## src/rtl/agu_pkg.sv

```systemverilog
package agu_pkg;

    localparam int MODE_W = 3;

    typedef enum logic [MODE_W-1:0] {
        AM_DIRECT   = 3'd0,
        AM_IND      = 3'd1,
        AM_IND_DISP = 3'd2,
        AM_PRE_DEC  = 3'd3,
        AM_POST_INC = 3'd4
    } mode_e;

    typedef enum logic {
        ST_IDLE   = 1'b0,
        ST_RESULT = 1'b1
    } ctl_state_e;

endpackage

```

## src/rtl/agu_ptr_mux.sv

```systemverilog
module agu_ptr_mux #(
    parameter int NUM_PTR = 3,
    parameter int ADDR_W  = 16,
    parameter int SEL_W   = 2,
    parameter logic [NUM_PTR-1:0] DISP_MASK = '1
) (
    input  logic [NUM_PTR*ADDR_W-1:0] ptr_flat_i,
    input  logic [SEL_W-1:0]          sel_i,
    output logic [ADDR_W-1:0]         ptr_o,
    output logic                      sel_ok_o,
    output logic                      disp_ok_o
);

    logic [NUM_PTR-1:0] hit;

    for (genvar g = 0; g < NUM_PTR; g++) begin : g_hit
        assign hit[g] = (sel_i == SEL_W'(g));
    end

    always_comb begin
        ptr_o = '0;
        for (int i = 0; i < NUM_PTR; i++) begin
            if (hit[i]) begin
                ptr_o = ptr_o | ptr_flat_i[i*ADDR_W +: ADDR_W];
            end
        end
    end

    assign sel_ok_o  = |hit;
    assign disp_ok_o = |(hit & DISP_MASK);

    // a decoded select is at most one pointer
    always_comb begin
        assert_sel_onehot_R3: assert ($onehot0(hit));
    end

endmodule

```

## src/rtl/agu_addr_calc.sv

```systemverilog
module agu_addr_calc
    import agu_pkg::*;
#(
    parameter int ADDR_W = 16,
    parameter int DISP_W = 6
) (
    input  mode_e              mode_i,
    input  logic [DISP_W-1:0]  disp_i,
    input  logic [ADDR_W-1:0]  imm_i,
    input  logic [ADDR_W-1:0]  ptr_i,
    input  logic               sel_ok_i,
    input  logic               disp_ok_i,
    output logic [ADDR_W-1:0]  ea_o,
    output logic [ADDR_W-1:0]  ptr_new_o,
    output logic               wb_o,
    output logic               illegal_o
);

    localparam int PAD_W = ADDR_W - DISP_W;

    logic [ADDR_W-1:0] disp_ext;
    logic [ADDR_W-1:0] ptr_dec;
    logic [ADDR_W-1:0] ptr_inc;

    assign disp_ext = {{PAD_W{1'b0}}, disp_i};
    assign ptr_dec  = ptr_i - ADDR_W'(1);
    assign ptr_inc  = ptr_i + ADDR_W'(1);

    always_comb begin
        ea_o      = '0;
        ptr_new_o = '0;
        wb_o      = 1'b0;
        illegal_o = 1'b0;
        unique case (mode_i)
            AM_DIRECT: begin
                ea_o = imm_i;
            end
            AM_IND: begin
                if (sel_ok_i) ea_o = ptr_i;
                else          illegal_o = 1'b1;
            end
            AM_IND_DISP: begin
                if (disp_ok_i) ea_o = ptr_i + disp_ext;
                else           illegal_o = 1'b1;
            end
            AM_PRE_DEC: begin
                if (sel_ok_i) begin
                    ea_o      = ptr_dec;
                    ptr_new_o = ptr_dec;
                    wb_o      = 1'b1;
                end else begin
                    illegal_o = 1'b1;
                end
            end
            AM_POST_INC: begin
                if (sel_ok_i) begin
                    ea_o      = ptr_i;
                    ptr_new_o = ptr_inc;
                    wb_o      = 1'b1;
                end else begin
                    illegal_o = 1'b1;
                end
            end
            default: begin
                illegal_o = 1'b1;
            end
        endcase
    end

    // an illegal request never writes a pointer back
    always_comb begin
        assert_illegal_no_wb_R5: assert (!(illegal_o && wb_o));
    end

endmodule

```

## src/rtl/data_ptr_agu.sv

```systemverilog
module data_ptr_agu
    import agu_pkg::*;
#(
    parameter int ADDR_W  = 16,
    parameter int DISP_W  = 6,
    parameter int NUM_PTR = 3,
    parameter logic [NUM_PTR-1:0] DISP_MASK = 3'b110,
    localparam int SEL_W  = $clog2(NUM_PTR + 1)
) (
    input  logic              clk,
    input  logic              rst_n,
    input  logic              req_valid,
    input  logic [MODE_W-1:0] req_mode,
    input  logic [SEL_W-1:0]  req_ptr_sel,
    input  logic [DISP_W-1:0] req_disp,
    input  logic [ADDR_W-1:0] req_imm,
    input  logic [ADDR_W-1:0] ptr_x,
    input  logic [ADDR_W-1:0] ptr_y,
    input  logic [ADDR_W-1:0] ptr_z,
    output logic              res_valid,
    output logic [ADDR_W-1:0] res_addr,
    output logic [ADDR_W-1:0] res_ptr_new,
    output logic              res_wb_en,
    output logic [SEL_W-1:0]  res_wb_sel,
    output logic              res_illegal
);

    logic [NUM_PTR*ADDR_W-1:0] ptr_flat;
    logic [ADDR_W-1:0]         ptr_sel;
    logic                      sel_ok;
    logic                      disp_ok;
    logic [ADDR_W-1:0]         ea_c;
    logic [ADDR_W-1:0]         ptr_new_c;
    logic                      wb_c;
    logic                      illegal_c;

    assign ptr_flat = {ptr_z, ptr_y, ptr_x};

    agu_ptr_mux #(
        .NUM_PTR   (NUM_PTR),
        .ADDR_W    (ADDR_W),
        .SEL_W     (SEL_W),
        .DISP_MASK (DISP_MASK)
    ) u_ptr_mux (
        .ptr_flat_i (ptr_flat),
        .sel_i      (req_ptr_sel),
        .ptr_o      (ptr_sel),
        .sel_ok_o   (sel_ok),
        .disp_ok_o  (disp_ok)
    );

    agu_addr_calc #(
        .ADDR_W (ADDR_W),
        .DISP_W (DISP_W)
    ) u_addr_calc (
        .mode_i    (mode_e'(req_mode)),
        .disp_i    (req_disp),
        .imm_i     (req_imm),
        .ptr_i     (ptr_sel),
        .sel_ok_i  (sel_ok),
        .disp_ok_i (disp_ok),
        .ea_o      (ea_c),
        .ptr_new_o (ptr_new_c),
        .wb_o      (wb_c),
        .illegal_o (illegal_c)
    );

    // controller
    ctl_state_e state_q, state_d;

    always_comb begin
        state_d = state_q;
        unique case (state_q)
            ST_IDLE:   state_d = req_valid ? ST_RESULT : ST_IDLE;
            ST_RESULT: state_d = req_valid ? ST_RESULT : ST_IDLE;
            default:   state_d = ST_IDLE;
        endcase
    end

    always_ff @(posedge clk or negedge rst_n) begin
        if (!rst_n) state_q <= ST_IDLE;
        else        state_q <= state_d;
    end

    // result capture
    logic [ADDR_W-1:0] addr_q;
    logic [ADDR_W-1:0] ptr_new_q;
    logic              wb_q;
    logic [SEL_W-1:0]  wb_sel_q;
    logic              illegal_q;

    always_ff @(posedge clk or negedge rst_n) begin
        if (!rst_n) begin
            addr_q    <= '0;
            ptr_new_q <= '0;
            wb_q      <= 1'b0;
            wb_sel_q  <= '0;
            illegal_q <= 1'b0;
        end else if (req_valid) begin
            addr_q    <= ea_c;
            ptr_new_q <= ptr_new_c;
            wb_q      <= wb_c;
            wb_sel_q  <= wb_c ? req_ptr_sel : '0;
            illegal_q <= illegal_c;
        end
    end

    // output process
    always_comb begin
        res_valid   = 1'b0;
        res_addr    = '0;
        res_ptr_new = '0;
        res_wb_en   = 1'b0;
        res_wb_sel  = '0;
        res_illegal = 1'b0;
        unique case (state_q)
            ST_IDLE: ;
            ST_RESULT: begin
                res_valid   = 1'b1;
                res_addr    = addr_q;
                res_ptr_new = ptr_new_q;
                res_wb_en   = wb_q;
                res_wb_sel  = wb_sel_q;
                res_illegal = illegal_q;
            end
            default: ;
        endcase
    end

    // assertions
    assert_req_gives_result_R8: assert property (@(posedge clk) disable iff (!rst_n)
        req_valid |=> res_valid);

    assert_idle_quiet_R8: assert property (@(posedge clk) disable iff (!rst_n)
        !req_valid |=> (!res_valid && !res_wb_en && res_addr == '0));

    assert_direct_imm_R2: assert property (@(posedge clk) disable iff (!rst_n)
        (req_valid && req_mode == AM_DIRECT) |=> (res_addr == $past(req_imm) && !res_wb_en));

    assert_ind_y_R3: assert property (@(posedge clk) disable iff (!rst_n)
        (req_valid && req_mode == AM_IND && req_ptr_sel == SEL_W'(1))
        |=> (res_addr == $past(ptr_y)));

    assert_x_disp_illegal_R5: assert property (@(posedge clk) disable iff (!rst_n)
        (req_valid && req_mode == AM_IND_DISP && req_ptr_sel == SEL_W'(0))
        |=> (res_illegal && !res_wb_en));

    assert_predec_addr_eq_new_R6: assert property (@(posedge clk) disable iff (!rst_n)
        (req_valid && req_mode == AM_PRE_DEC && req_ptr_sel != SEL_W'(3))
        |=> (res_wb_en && res_addr == res_ptr_new));

    assert_postinc_step_R7: assert property (@(posedge clk) disable iff (!rst_n)
        (req_valid && req_mode == AM_POST_INC && req_ptr_sel != SEL_W'(3))
        |=> (res_wb_en && res_ptr_new == res_addr + ADDR_W'(1)));

    assert_reserved_mode_R9: assert property (@(posedge clk) disable iff (!rst_n)
        (req_valid && req_mode > MODE_W'(4)) |=> (res_illegal && !res_wb_en));

    assert_wb_only_update_R10: assert property (@(posedge clk) disable iff (!rst_n)
        (req_valid && req_mode != AM_PRE_DEC && req_mode != AM_POST_INC)
        |=> (!res_wb_en && res_wb_sel == '0));

endmodule

```

## config.mk

```make
export PLATFORM = sky130hd
export DESIGN_NAME = data_ptr_agu
export DESIGN_NICKNAME = d
export VERILOG_FILES = /design/src/rtl/agu_pkg.sv /design/src/rtl/agu_ptr_mux.sv /design/src/rtl/agu_addr_calc.sv /design/src/rtl/data_ptr_agu.sv
export SDC_FILE = /design/constraint.sdc
export NUM_CORES = 1
export LEC_CHECK = 0
export CAP_MARGIN = 20
export CELL_PAD_IN_SITES_DETAIL_PLACEMENT = 0
export CELL_PAD_IN_SITES_GLOBAL_PLACEMENT = 1
export CORE_ASPECT_RATIO = 1.25
export CORE_MARGIN = 2
export CORE_UTILIZATION = 35
export DETAILED_ROUTE_END_ITERATION = 12
export DONT_BUFFER_PORTS = 1
export HOLD_SLACK_MARGIN = 0.02
export PLACE_DENSITY_LB_ADDON = 0.05
export SLEW_MARGIN = 10
export SYNTH_ARGS = -nofsm -noshare
export SYNTH_HDL_FRONTEND = slang
export SYNTH_SLANG_ARGS = --single-unit
```

## constraint.sdc

```tcl
create_clock -name clk -period 1.45 [get_ports clk]
set_clock_uncertainty 0.2 [all_clocks]
set_input_delay 0.3625 -clock clk [delete_from_list [all_inputs] [get_ports clk]]
set_output_delay 0.3625 -clock clk [all_outputs]
set_load 0.01 [all_outputs]
```

==> impl_results.rst <==
.. list-table::
   :header-rows: 1

   * - Metric
     - Value
   * - Total standard cell area after synthesis
     - 0.00341 sq mm
   * - Run status
     - complete, but fails checks
   * - Number of iterations in the first detailed-routing pass
     - 5
   * - Synthesized instance count
     - 440
   * - Sum Neg Setup Slack
     - -37040 ps
   * - Fillers
     - 911
   * - Number of sinks driven by the clock tree
     - 37
   * - Final clock period utilization by the worst path
     - 1.76
   * - Share of post-route cells with drive strength above 1
     - 0.478
   * - Critical Path RT
     - 1410 ps
   * - Vert. Die Dim
     - 114 microns
   * - Achievable Freq
     - 0.391 GHz
   * - Switching share of total power
     - 0.336
   * - Detailed-placement wirelength estimate
     - 10.1 mm
   * - NetSw
     - 0.00133 W
   * - CP Cell Sequence
     - inv_12 > ha_4 > a222oi_1 > buf_4 > inv_4 > ha_4 > o21ai_2 > o211a_1 > nor4_2 > xnor2_1 > a222oi_1 > o21ai_1
   * - P per Cell Area
     - 734 mW/mm^2
   * - Vias/cell
     - 5.71
   * - CTS H-Tree Depth
     - 2
   * - Chip width
     - 92.3 microns
   * - Via count of the first global-routing pass
     - 3758
   * - IR Drop Worst-Case VDD
     - 0.381 mV
   * - Number of cells on the worst reg-to-reg path
     - 5
   * - Total core area
     - 0.00956 sq mm
   * - Num rows
     - 40
   * - Pin count of the biggest net entering global routing
     - 38
   * - Final core occ
     - 0.565
   * - N_diodes
     - 0
   * - GRT overflow
     - 0
   * - Die Area
     - 0.0106 sq mm
   * - R2R Path End
     - addr_q[10]
   * - Clk_lat worst skew
     - 280 ps
   * - Flip-flop and latch count after synthesis
     - 37
   * - First-pass GRT wire length
     - 20.8 mm
   * - Least setup slack across all paths after layout
     - -1110 ps
   * - Root Buffer
     - clkbuf_16
   * - Buffers from clock root to sink, at most
     - 2
   * - Delay contributed by the slowest stage of the critical path
     - 330 ps
   * - Worst hold slack across all endpoints
     - -431 ps
   * - Layout Area Growth over Synthesis
     - 58.5%
   * - Min-delay worst type
     - in -> async
   * - Number of buffers created by CTS
     - 5
   * - Portion of total power attributed to the clock network
     - 0.266
   * - Wirelength per Cell
     - 19.7 microns
   * - # DRC
     - 0
   * - Global routing usage summed across all routing layers
     - 0.254
   * - Reg2Reg Setup Slack
     - 220 ps
   * - TritonCTS clock tree
     - built
   * - Via count of the routed design
     - 3825
   * - Count of input and output buffers
     - 0
   * - Cell-internal power
     - 0.00263 W
   * - Remaining max-slew budget at the tightest pin
     - 0.612
   * - Reg-to-reg startpoint
     - addr_q[10]
   * - Crit path max-delay cell type
     - a222oi_1
   * - Area share of the leading cell type in the synthesized netlist
     - 0.272
   * - Average cell area after synthesis
     - 7.75 sq um
   * - Leakage power
     - 2.25 nW
   * - DRC marker count from the first detailed-route iteration
     - 230
   * - Mapped Nets
     - 530
   * - Arrival time at the worst endpoint
     - 2510 ps
   * - Final Max Slew Viols
     - 0
   * - Routability congestion estimate
     - 0.889
   * - Crit path time final
     - 2560 ps
   * - Clock transition at the register clock pins on the worst setup and hold paths after CTS
     - 60 ps
   * - Starting Density
     - 0.357
   * - Prevailing post-synth register cell
     - dfrtp_1
   * - Kind of end point of the critical path
     - flip-flop
   * - Sort of element at the start of the critical path
     - input pin
   * - Post-placement setup slack
     - -1480 ps
   * - Sequential Power Share
     - 0.298
   * - Worst Setup Path Type
     - in -> reg
   * - NumNets Final
     - 633
   * - Violated checks
     - negative hold slack, negative setup slack
   * - Number of nets with antenna violations after routing
     - 0
   * - Biggest area consumer among synthesized cells
     - dfrtp_1
   * - Number of unique standard cell types used by synthesis
     - 52
   * - Share of power burned in combinational logic
     - 0.437
   * - Maxcap violations
     - 0
   * - Number of standard cells in the final layout excluding fillers
     - 670
   * - Post-synth EDFFs
     - 0
   * - CTS hold repair buffers
     - 3
   * - Io pins
     - 115
   * - Total Routed Length
     - 13.2 mm
   * - Cell count after placement
     - 638
   * - Transition time of the tightest slew-check pin
     - 581 ps
   * - Setup repair after global routing missed its margin
     - true
   * - Final-report setup violation count
     - 68
   * - Synth Warn #
     - 0
   * - Crit-path max FO
     - 7
   * - FFs w/ async S/R, synth
     - 1.00
   * - Dominant cells by area after synthesis
     - dfrtp_1 27%, and2_1 6.6%, a222oi_1 5.9%
   * - Antenna violations before repair
     - 0
   * - Hold violation count in the final report
     - 37
   * - Sequential-to-total area share from yosys stat
     - 0.272
## final cells by class
| class | count | area [sq um] | area share |
|---|---|---|---|
| flip-flops and latches | 37 | 927 | 0.172 |
| clock buffers | 6 | 129 | 0.0238 |
| clock inverters | 2 | 10.0 | 0.00185 |
| repair buffers | 134 | 1160 | 0.216 |
| multi-input cells | 349 | 2930 | 0.541 |
| well taps | 126 | 158 | 0.0292 |
| inverters | 16 | 90.1 | 0.0167 |
## layout by cell type, fill, tap and decap left out, types with 8 or more instances in the layout
master	netlist	final
o21ai_0	26	13
a222oi_1	20	20
nand3_1	19	14
o21ai_1	0	9
a21oi_2	0	8
nor2_1	35	30
buf_6	1	19
inv_1	16	11
xor2_1	12	11
nand2_1	41	38
and2_4	0	36
ha_4	0	10
a21oi_1	25	15
xnor2_1	18	12
buf_4	0	105
dfrtp_1	37	36
## repair_timing
item,4_1_cts,5_1_grt
gates resized for setup,93,46
gates cloned,3,0
hold endpoints to repair,50,37
pin swaps,42,24
endpoints found under the setup margin,69,70
setup buffers,19,9
## flip-flops by register name, summed over array words and instances (netlist names)
signal,cells
wb_q,1
addr_q,16
illegal_q,1
ptr_new_q,16
state_q,1
wb_sel_q,2
## stage by stage
step                      instance area [sq um]  total power (W)
final                                      5410          0.00397
after global routing                       5410          0.00418
after CTS                                  5240          0.00391
after detailed placement                   4500          0.00254
after global placement                     4500          0.00252
after floorplan                            3670          0.00201
## layer usage
metal  track usage  routed length (microns)  up-vias
li1              -                        -     1840
met1         0.350                     5860     1818
met2         0.410                     6260      151
met3        0.0375                      785       16
met4        0.0786                      270        0
met5             0                        0        -
## worst max-delay path: cells and delay by family
family          cells  cell delay, ps
fa+ha+maj           2             450
buf+inv             3             240
xor+xnor            1             120
simple gates        1             320
compound gates      5            1010
## cells in the mapped netlist (all sizes together), types with 2 or more instances
cell type and number:
a21oi 25, o211ai 6, mux2i 2, a31oi 5, o21ai 26, nand4 7
xor2 12, a222oi 20, a22oi 6, o211a 2, o2bb2ai 5, nor2 35
nand2 41, nor2b 3, o221ai 5, o22ai 2, or4 3, clkbuf 30
or2 4, ha 12, o31ai 5, inv 16, o31a 2, xnor2 18
a221o 3, and2 36, a221oi 4, buf 8, nand3 19, nor3 9
a22o 5, or3 6, dfrtp 37, nor4 6
## kinds of logic after synthesis
logic type / synth area share
and+or+nand+nor: 0.265
buffers and inverters: 0.0642
DFF: 0.272
AOI/OAI and AO/OA: 0.272
muxes: 0.00587
adders and majority gates: 0.0440
xor gates and xnor gates: 0.0771
## power by group through the flow
stage,Sequential [W],Clock (W),Combinational [W]
global route,0.00119,0.00112,0.00187
floorplan,0.00117,0,0.000845
global placement,0.00119,0,0.00134
finish,0.00118,0.00105,0.00173
detailed placement,0.00119,0,0.00135
CTS,0.00118,0.00108,0.00165
## worst max path at each step
stage          slack [ps]           start         end
2_1_floorplan       -1730  req_ptr_sel[1]  addr_q[15]
3_3_place_gp        -1460  req_ptr_sel[0]  addr_q[15]
3_5_place_dp        -1480  req_ptr_sel[0]  addr_q[15]
4_1_cts             -1070  req_ptr_sel[1]  addr_q[11]
5_1_grt             -1220  req_ptr_sel[1]  addr_q[15]
6_report            -1110  req_ptr_sel[1]  addr_q[11]
(Power assumes the default switching activity.)
